<file path="src/rtl/sram_fail_tester.sv">
module sram_fail_tester #(
  parameter int ROWS     = 256,
  parameter int COLS     = 4,
  parameter int CNT_W    = 6,
  parameter int SLOW_CYC = 3
) (
  input  logic            clk,
  input  logic            rst_n,
  input  logic            arm,
  input  logic            feed,
  input  logic            mode,
  input  logic [COLS-1:0] rdata,
  output logic [ROWS-1:0] wl,
  output logic            we,
  output logic [COLS-1:0] wdata,
  output logic            flag,
  output logic            tout
);
  localparam int SLOT_W   = $clog2(SLOW_CYC + 1);
  localparam int DUMP_LEN = COLS * 2 * CNT_W;
  localparam int DCNT_W   = $clog2(DUMP_LEN);
  localparam logic [CNT_W-1:0] CNT_MAX = {CNT_W{1'b1}};

  typedef enum logic [1:0] {S_IDLE, S_WALK, S_LATCH, S_SHIFT} state_t;

  state_t              st;
  logic                arm_q;
  logic                pat;
  logic [ROWS-1:0]     tok;
  logic [SLOT_W-1:0]   slot;
  logic [DCNT_W-1:0]   dcnt;
  logic [DUMP_LEN-1:0] sr;
  logic [DUMP_LEN-1:0] lat_vec;
  logic [COLS-1:0]     miss;
  logic                start, fast_smp, slow_smp, dumping;

  assign start    = arm_q & ~arm;
  assign fast_smp = (st == S_WALK) && (slot == '0);
  assign slow_smp = (st == S_WALK) && (slot == SLOT_W'(SLOW_CYC));
  assign miss     = rdata ^ {COLS{pat}};
  assign dumping  = (st == S_SHIFT);

  assign wl    = feed ? '1 : tok;
  assign we    = feed;
  assign wdata = {COLS{mode}};
  assign tout  = dumping & sr[DUMP_LEN-1];

  always_ff @(posedge clk or negedge rst_n) begin
    if (!rst_n) begin
      arm_q <= 1'b0;
      pat   <= 1'b0;
    end else begin
      arm_q <= arm;
      if (feed) pat <= mode;
    end
  end

  always_ff @(posedge clk or negedge rst_n) begin
    if (!rst_n) begin
      st   <= S_IDLE;
      tok  <= '0;
      slot <= '0;
      dcnt <= '0;
      sr   <= '0;
    end else if (arm) begin
      st   <= S_IDLE;
      tok  <= '0;
      slot <= '0;
      dcnt <= '0;
    end else if (start) begin
      st   <= S_WALK;
      tok  <= ROWS'(1);
      slot <= '0;
    end else begin
      case (st)
        S_WALK: begin
          if (slot == SLOT_W'(SLOW_CYC)) begin
            slot <= '0;
            tok  <= tok << 1;
            if (tok[ROWS-1]) st <= S_LATCH;
          end else begin
            slot <= slot + SLOT_W'(1);
          end
        end
        S_LATCH: begin
          sr   <= lat_vec;
          dcnt <= '0;
          st   <= S_SHIFT;
        end
        S_SHIFT: begin
          sr <= sr << 1;
          if (dcnt == DCNT_W'(DUMP_LEN - 1)) st <= S_IDLE;
          else dcnt <= dcnt + DCNT_W'(1);
        end
        default: st <= S_IDLE;
      endcase
    end
  end

  for (genvar c = 0; c < COLS; c++) begin : col_g
    logic [CNT_W-1:0] fc, sc;

    always_ff @(posedge clk or negedge rst_n) begin
      if (!rst_n) begin
        fc <= '0;
        sc <= '0;
      end else if (arm) begin
        fc <= '0;
        sc <= '0;
      end else begin
        if (fast_smp && miss[c] && fc != CNT_MAX) fc <= fc + CNT_W'(1);
        if (slow_smp && miss[c] && sc != CNT_MAX) sc <= sc + CNT_W'(1);
      end
    end

    assign lat_vec[DUMP_LEN-1-(2*c)*CNT_W   -: CNT_W] = fc;
    assign lat_vec[DUMP_LEN-1-(2*c+1)*CNT_W -: CNT_W] = sc;
  end

  always_ff @(posedge clk or negedge rst_n) begin
    if (!rst_n)                 flag <= 1'b0;
    else if (arm)               flag <= 1'b0;
    else if (slow_smp && |miss) flag <= 1'b1;
  end
endmodule

</file>
<file path="config.mk">
export PLATFORM = sky130hd
export DESIGN_NAME = sram_fail_tester
export DESIGN_NICKNAME = d
export VERILOG_FILES = /design/src/rtl/sram_fail_tester.sv
export SDC_FILE = /design/constraint.sdc
export NUM_CORES = 1
export LEC_CHECK = 0
export BUFFER_PORTS_ARGS = -buffer_cell sky130_fd_sc_hd__buf_2
export CORE_MARGIN = 4
export CORE_UTILIZATION = 45
export DETAILED_ROUTE_END_ITERATION = 6
export PLACE_DENSITY = 0.66
export SLEW_MARGIN = 10
export SYNTH_ARGS = -nofsm -noshare
export SYNTH_HDL_FRONTEND = slang
export SYNTH_SLANG_ARGS = --single-unit
</file>
<file path="constraint.sdc">
create_clock -name clk -period 2.54 [get_ports clk]
set_clock_uncertainty 0.15 [all_clocks]
set_input_delay 0.127 -clock clk [delete_from_list [all_inputs] [get_ports clk]]
set_output_delay 0.127 -clock clk [all_outputs]
set_load 0.01 [all_outputs]
</file>
======== After elaboration in Yosys (flattened, before gate mapping) ========
Index checks and enable logic that the tools add are counted.
operators by class
  bitwise operators ....................... 5
  muxes and demuxes ....................... 38
  reduce and logical (&&, ||, !) cells .... 38
  $add $sub $neg .......................... 10
  equal/unequal tests ..................... 18
operator list
  kind                   number
  $mux W256              5
  $mux W6                19
  $pmux W48 S2           1
  $add A6 B1 Y6 const B  9
  $ne A6 B6 Y1 const B   8
  $reduce_bool A2 Y1     10
  $logic_and A1 B1 Y1    19
  $mux W2                9
  $pmux W6 S2            1
  $reduce_and A3 Y1      3
  $reduce_bool A3 Y1     3
  $ne A4 B3 Y1 const B   2
  $eq A2 B2 Y1 const B   3
  $eq A6 B6 Y1 const B   1
  $pmux W2 S3            1
  $ne A4 B4 Y1 const B   1
  $reduce_or A4 Y1       1
  $xor A4 B4 Y4          1
  $ne A3 B3 Y1 const B   1
  $add A2 B1 Y2 const B  1
  $and A1 B1 Y1          2
  $eq A2 B1 Y1 const B   1
  $logic_not A2 Y1       1
  $mux W1                2
  other kinds (3)        4
word-level totals
  register bits after elaboration ......... 365
  output and inout bits ................... 263
  input port bits ......................... 9

======== Longest topological paths before layout ========
  word-level depth ........................ 6
  gate-level depth with buffers ........... 10
  depth with buffers taken out ............ 6

======== Worst setup path before layout ========
No wires, ideal clock.
  path kind ............................... register to register
  start point ............................. register st[1]
  end point ............................... register col_g[2].fc[5]
  path slack .............................. 552 ps
  period minus slack after synthesis ...... 1,988 ps
  library setup time ...................... 78 ps
  data arrival time ....................... 1,760 ps
  buffers on the path ..................... 2
  stages on the path, launching flop included .. 9
  cells stage by stage .................... dfrtp_1 -> inv_1 -> ha_1 -> buf_2 -> and2_1 -> buf_4 -> o211ai_2 -> or4_1 -> a21oi_1
between the ends
  longest elaborated chain between the ends .. 5
ends and longest elaborated chain
  what                                 line  text
  start, declared                      26    state_t st;
  start signal, assigned               60    st <= S_IDLE;
  start signal, assigned               66    st <= S_IDLE;
  start signal, assigned               71    st <= S_WALK;
  $eq A2 B1 Y1                         38    assign fast_smp = (st == S_WALK) && (slot == '0);
  $logic_and A1 B1 Y1                  38
  $logic_and A1 B1 Y1 (2 in series)    111   if (fast_smp && miss[c] && fc != CNT_MAX) fc <= fc + CNT_W'(1);
  $reduce_bool A2 Y1 (no source line)  n/a
  end signal, assigned                 111
  end, declared                        101   logic [CNT_W-1:0] fc, sc;
Every way passes these cells.
A chain may end at the register's enable or synchronous reset.

==> summary.txt <==
Pwr
  • Internal power: 9.95 mW
  • Logic gate share of total power: 0.100
  • Leak: 9.06 nW
  • Pwr dens: 649 mW/mm^2
  • Sw Share: 0.247
  • Clk network pwr share: 0.420
  • Worst VDD drop: 0.000532 V
  • Flop pwr share: 0.479
  • Sw power: 3.26 mW

Logic synthesis
  • EDFF count, synth: 0
  • Post-synth top cells: nand2_1, dfrtp_1, a21oi_1, or2_2, clkbuf_1
  • Cell variety after synth: 44
  • Dominant cells by area after synthesis: dfrtp_1, nand2_1, a21oi_1, or2_2, mux2i_1
  • Top FF cell, synth: dfrtp_1
  • Post-synthesis cell count: 1928
  • Yosys top cell area share: 0.532
  • Top-count cell post-synth: nand2_1
  • Fraction of the yosys area taken by sequential cells: 0.532
  • Synth area leader: dfrtp_1
  • Mean post-synth cell area: 8.91 um^2
  • Post-Syn Area: 0.0172 mm^2
  • Yosys warning count: 0
  • Syn_nets: 1951
  • FFs w/ async S/R, synth: 1.00
  • Synth Register Bits: 365

Die
  • Total core area: 0.0377 mm^2
  • Die width: 203 um
  • Die area: 0.0414 mm^2
  • Die height: 203 um
  • Initial core utilization: 0.456
  • IO Count: 272
  • FP Rows: 71

Placement
  • GPL Wtd Cong: 0.816
  • Port Buffers: 271
  • HPWL Detailed: 26.2 mm
  • Placed cell areas: 0.0190 mm^2

Timing
  • Max_slew headroom: 0.507
  • Crit path time final: 2.25 ns
  • Final cycle utilization of the critical path: 0.885
  • Final setup TNS: 0 ns
  • # setup viols final: 0
  • RSZ-0062 raised after global routing: false
  • Final Slew Violations: 0
  • Fin. Hold Viols: 0
  • Worst slew pin tran: 0.737 ns
  • F_max: 0.445 GHz

GRT
  • Initial antenna violation count: 0
  • Grt peak-use layer: met2
  • Grt met3 use: 0.0545
  • Met1 usage: 0.268
  • GRT Util Overall: 0.197
  • Number of global-route vias before repair: 13400
  • Gr ovfl total: 0
  • First-pass GRT wire length: 68.6 mm
  • Met2 usage: 0.314
  • Largest net degree at the start of global routing: 177

Worst setup path
  • R2R setup slack: 0.36 ns
  • R2r startpoint: pat
  • CP Launch Type: primary input
  • Crit path buffers/inverters: 4
  • CP Max Fanout: 45
  • R2R cell count: 4
  • Critical Path Stages: 4
  • CP delay by family, top: buffers and inverters
  • Worst-path cell chain: dlygate4sd3_1, dlygate4sd3_1, buf_8, dlygate4sd3_1
  • Slowest-stage cell, CP: dlygate4sd3_1
  • Cell mode on critical path: dlygate4sd3_1
  • Req. time, crit path: 2.96 ns
  • Crit path capture: col_g[0].sc[5]
  • Crit Path Class: in2async
  • Reg2reg end: col_g[1].fc[5]
  • Worst setup path start: rst_n
  • WP data arrival: 2.67 ns
  • Worst Setup End Kind: asynchronous set/reset pin
  • Max incr delay on CP: 1.10 ns

CTS
  • Post-CTS Setup Bufs: 0
  • Cts repair resizes: 0
  • Htree depth: 2
  • Reg clk slew, reported paths: 0.06 ns
  • TritonCTS Buffers: 41
  • Clk buf depth: 3
  • Latest clock arrival within the worst-skew pair: 0.53 ns
  • Cts hold-fix bufs: 10
  • Root buf cell: clkbuf_16
  • CTS tree: done
  • CTS Sinks: 365

Run
  • Max cap viols: 0

Finish
  • Design area: 0.0203 mm^2
  • Final #Nets: 2159
  • # fillers: 3474
  • Share of layout cells above drive strength 1: 0.294
  • Multi-input gate area: 0.00742 mm^2
  • FF/Latch Area: 0.00913 mm^2
  • Syn-to-layout area delta: 18.5%
  • ANT cells: 0

Worst hold path
  • Hold crit path type: in2reg

Route
  • Post-route DRC: 0
  • Avg WL per Cell: 15.5 um
  • Via count: 13700
  • Pre-Repair DR Iteration Count: 5
  • Post-DRT Antenna Nets: 0
  • Iter 0 DRT Violations: 804
  • Drt via density: 5.12
  • Drt total wl: 41.5 mm

Run status
  • Outcome: finished, final reports clean
-- cells by family after synthesis --
family,synth area share
and+or+nand+nor,0.250
AOI/OAI and AO/OA,0.119
DFF,0.532
buffers and inverters,0.0377
muxes,0.0333
xor gates and xnor gates,0.0181
adders and majority gates,0.0102
-- worst min path at each step --
stage,startpoint,end,slack [ns],cells past startpoint
global route,rdata[1],col_g[1].sc[2],0.07,5
finish,rdata[1],col_g[1].sc[2],0.04,5
CTS,rdata[1],col_g[1].sc[2],0.01,5
floorplan,rst_n,arm_q,-0.32,0
global placement,rst_n,tok[232],-0.05,1
detailed placement,rst_n,tok[232],-0.04,1
-- state kept, by name, summed over array words and instances, names as in the netlist --
signal / cells
tok: 256
sr: 48
col_g.fc: 24
col_g.sc: 24
dcnt: 6
slot: 2
st: 2
arm_q: 1
flag: 1
pat: 1
-- metal layers --
metal  vias to the layer above  share of wire
li1                       6711              -
met1                      6605           0.44
met2                       316           0.47
met3                        58          0.071
met4                         0          0.022
met5                         -              0
-- stage by stage --
stage	worst slack (ns)	cells	power [mW]	utilization	hold WS, ns
floorplan	0.552	1928	7.20	-	-0.319
global placement	0.401	2594	7.74	0.504	-0.0470
detailed placement	0.365	2594	7.77	0.504	-0.0400
CTS	0.229	2675	13.4	0.540	0.0119
global route	0.101	2675	13.8	0.540	0.0670
finish	0.292	2675	13.2	0.540	0.0406
-- worst register-to-register path, delay by kind of cell (launching register included) --
| family | cells | cell delay [ns] |
|---|---|---|
| AO/OA/AOI/OAI | 2 | 0.31 |
| flip-flops | 1 | 0.82 |
| XOR/XNOR | 1 | 0.31 |
| AND/OR/NAND/NOR | 1 | 0.51 |
-- cells in the final DEF, fill, tap and decap left out, drive strengths merged --
cell type / synthesis / routed
or4b: 1 / 1
or3: 16 / 16
nor2b: 2 / 2
nand3: 19 / 19
buf: 45 / 300
xnor2: 2 / 2
o21a: 1 / 1
o31ai: 4 / 4
nor2: 84 / 84
dlygate4sd3: 0 / 10
nor3: 2 / 2
o2111ai: 12 / 12
nand2b: 2 / 2
clkinv: 0 / 12
ha: 14 / 14
mux2i: 56 / 56
or2: 257 / 257
a31oi: 4 / 4
inv: 4 / 4
a21o: 1 / 1
a32o: 1 / 1
and2: 3 / 3
nand2: 536 / 536
o32ai: 1 / 1
o211ai: 8 / 8
o21ai: 20 / 20
o21ba: 1 / 1
clkbuf: 100 / 59
and3: 7 / 7
xor2: 25 / 25
nand4b: 1 / 1
mux2: 1 / 1
a21oi: 326 / 326
dfrtp: 365 / 365
or4: 5 / 5
nor4bb: 1 / 1
a311oi: 1 / 1
-- power groups by stage --
stage / clock network [mW] / registers [mW] / logic, mW
finish: 5.55 / 6.33 / 1.32
global placement: 0 / 6.42 / 1.32
detailed placement: 0 / 6.43 / 1.34
global route: 5.98 / 6.37 / 1.49
CTS: 5.72 / 6.33 / 1.35
floorplan: 0 / 6.38 / 0.825
-- area by class of cell --
cell class                      count  area share
Clock inverter                     12     0.00314
Multi-Input combinational cell   1414       0.364
Timing Repair Buffer              310      0.0927
Clock buffer                       59      0.0587
Tap cell                          511      0.0314
Inverter                            4    0.000738
Sequential cell                   365       0.449
(Power assumes the default switching activity.)
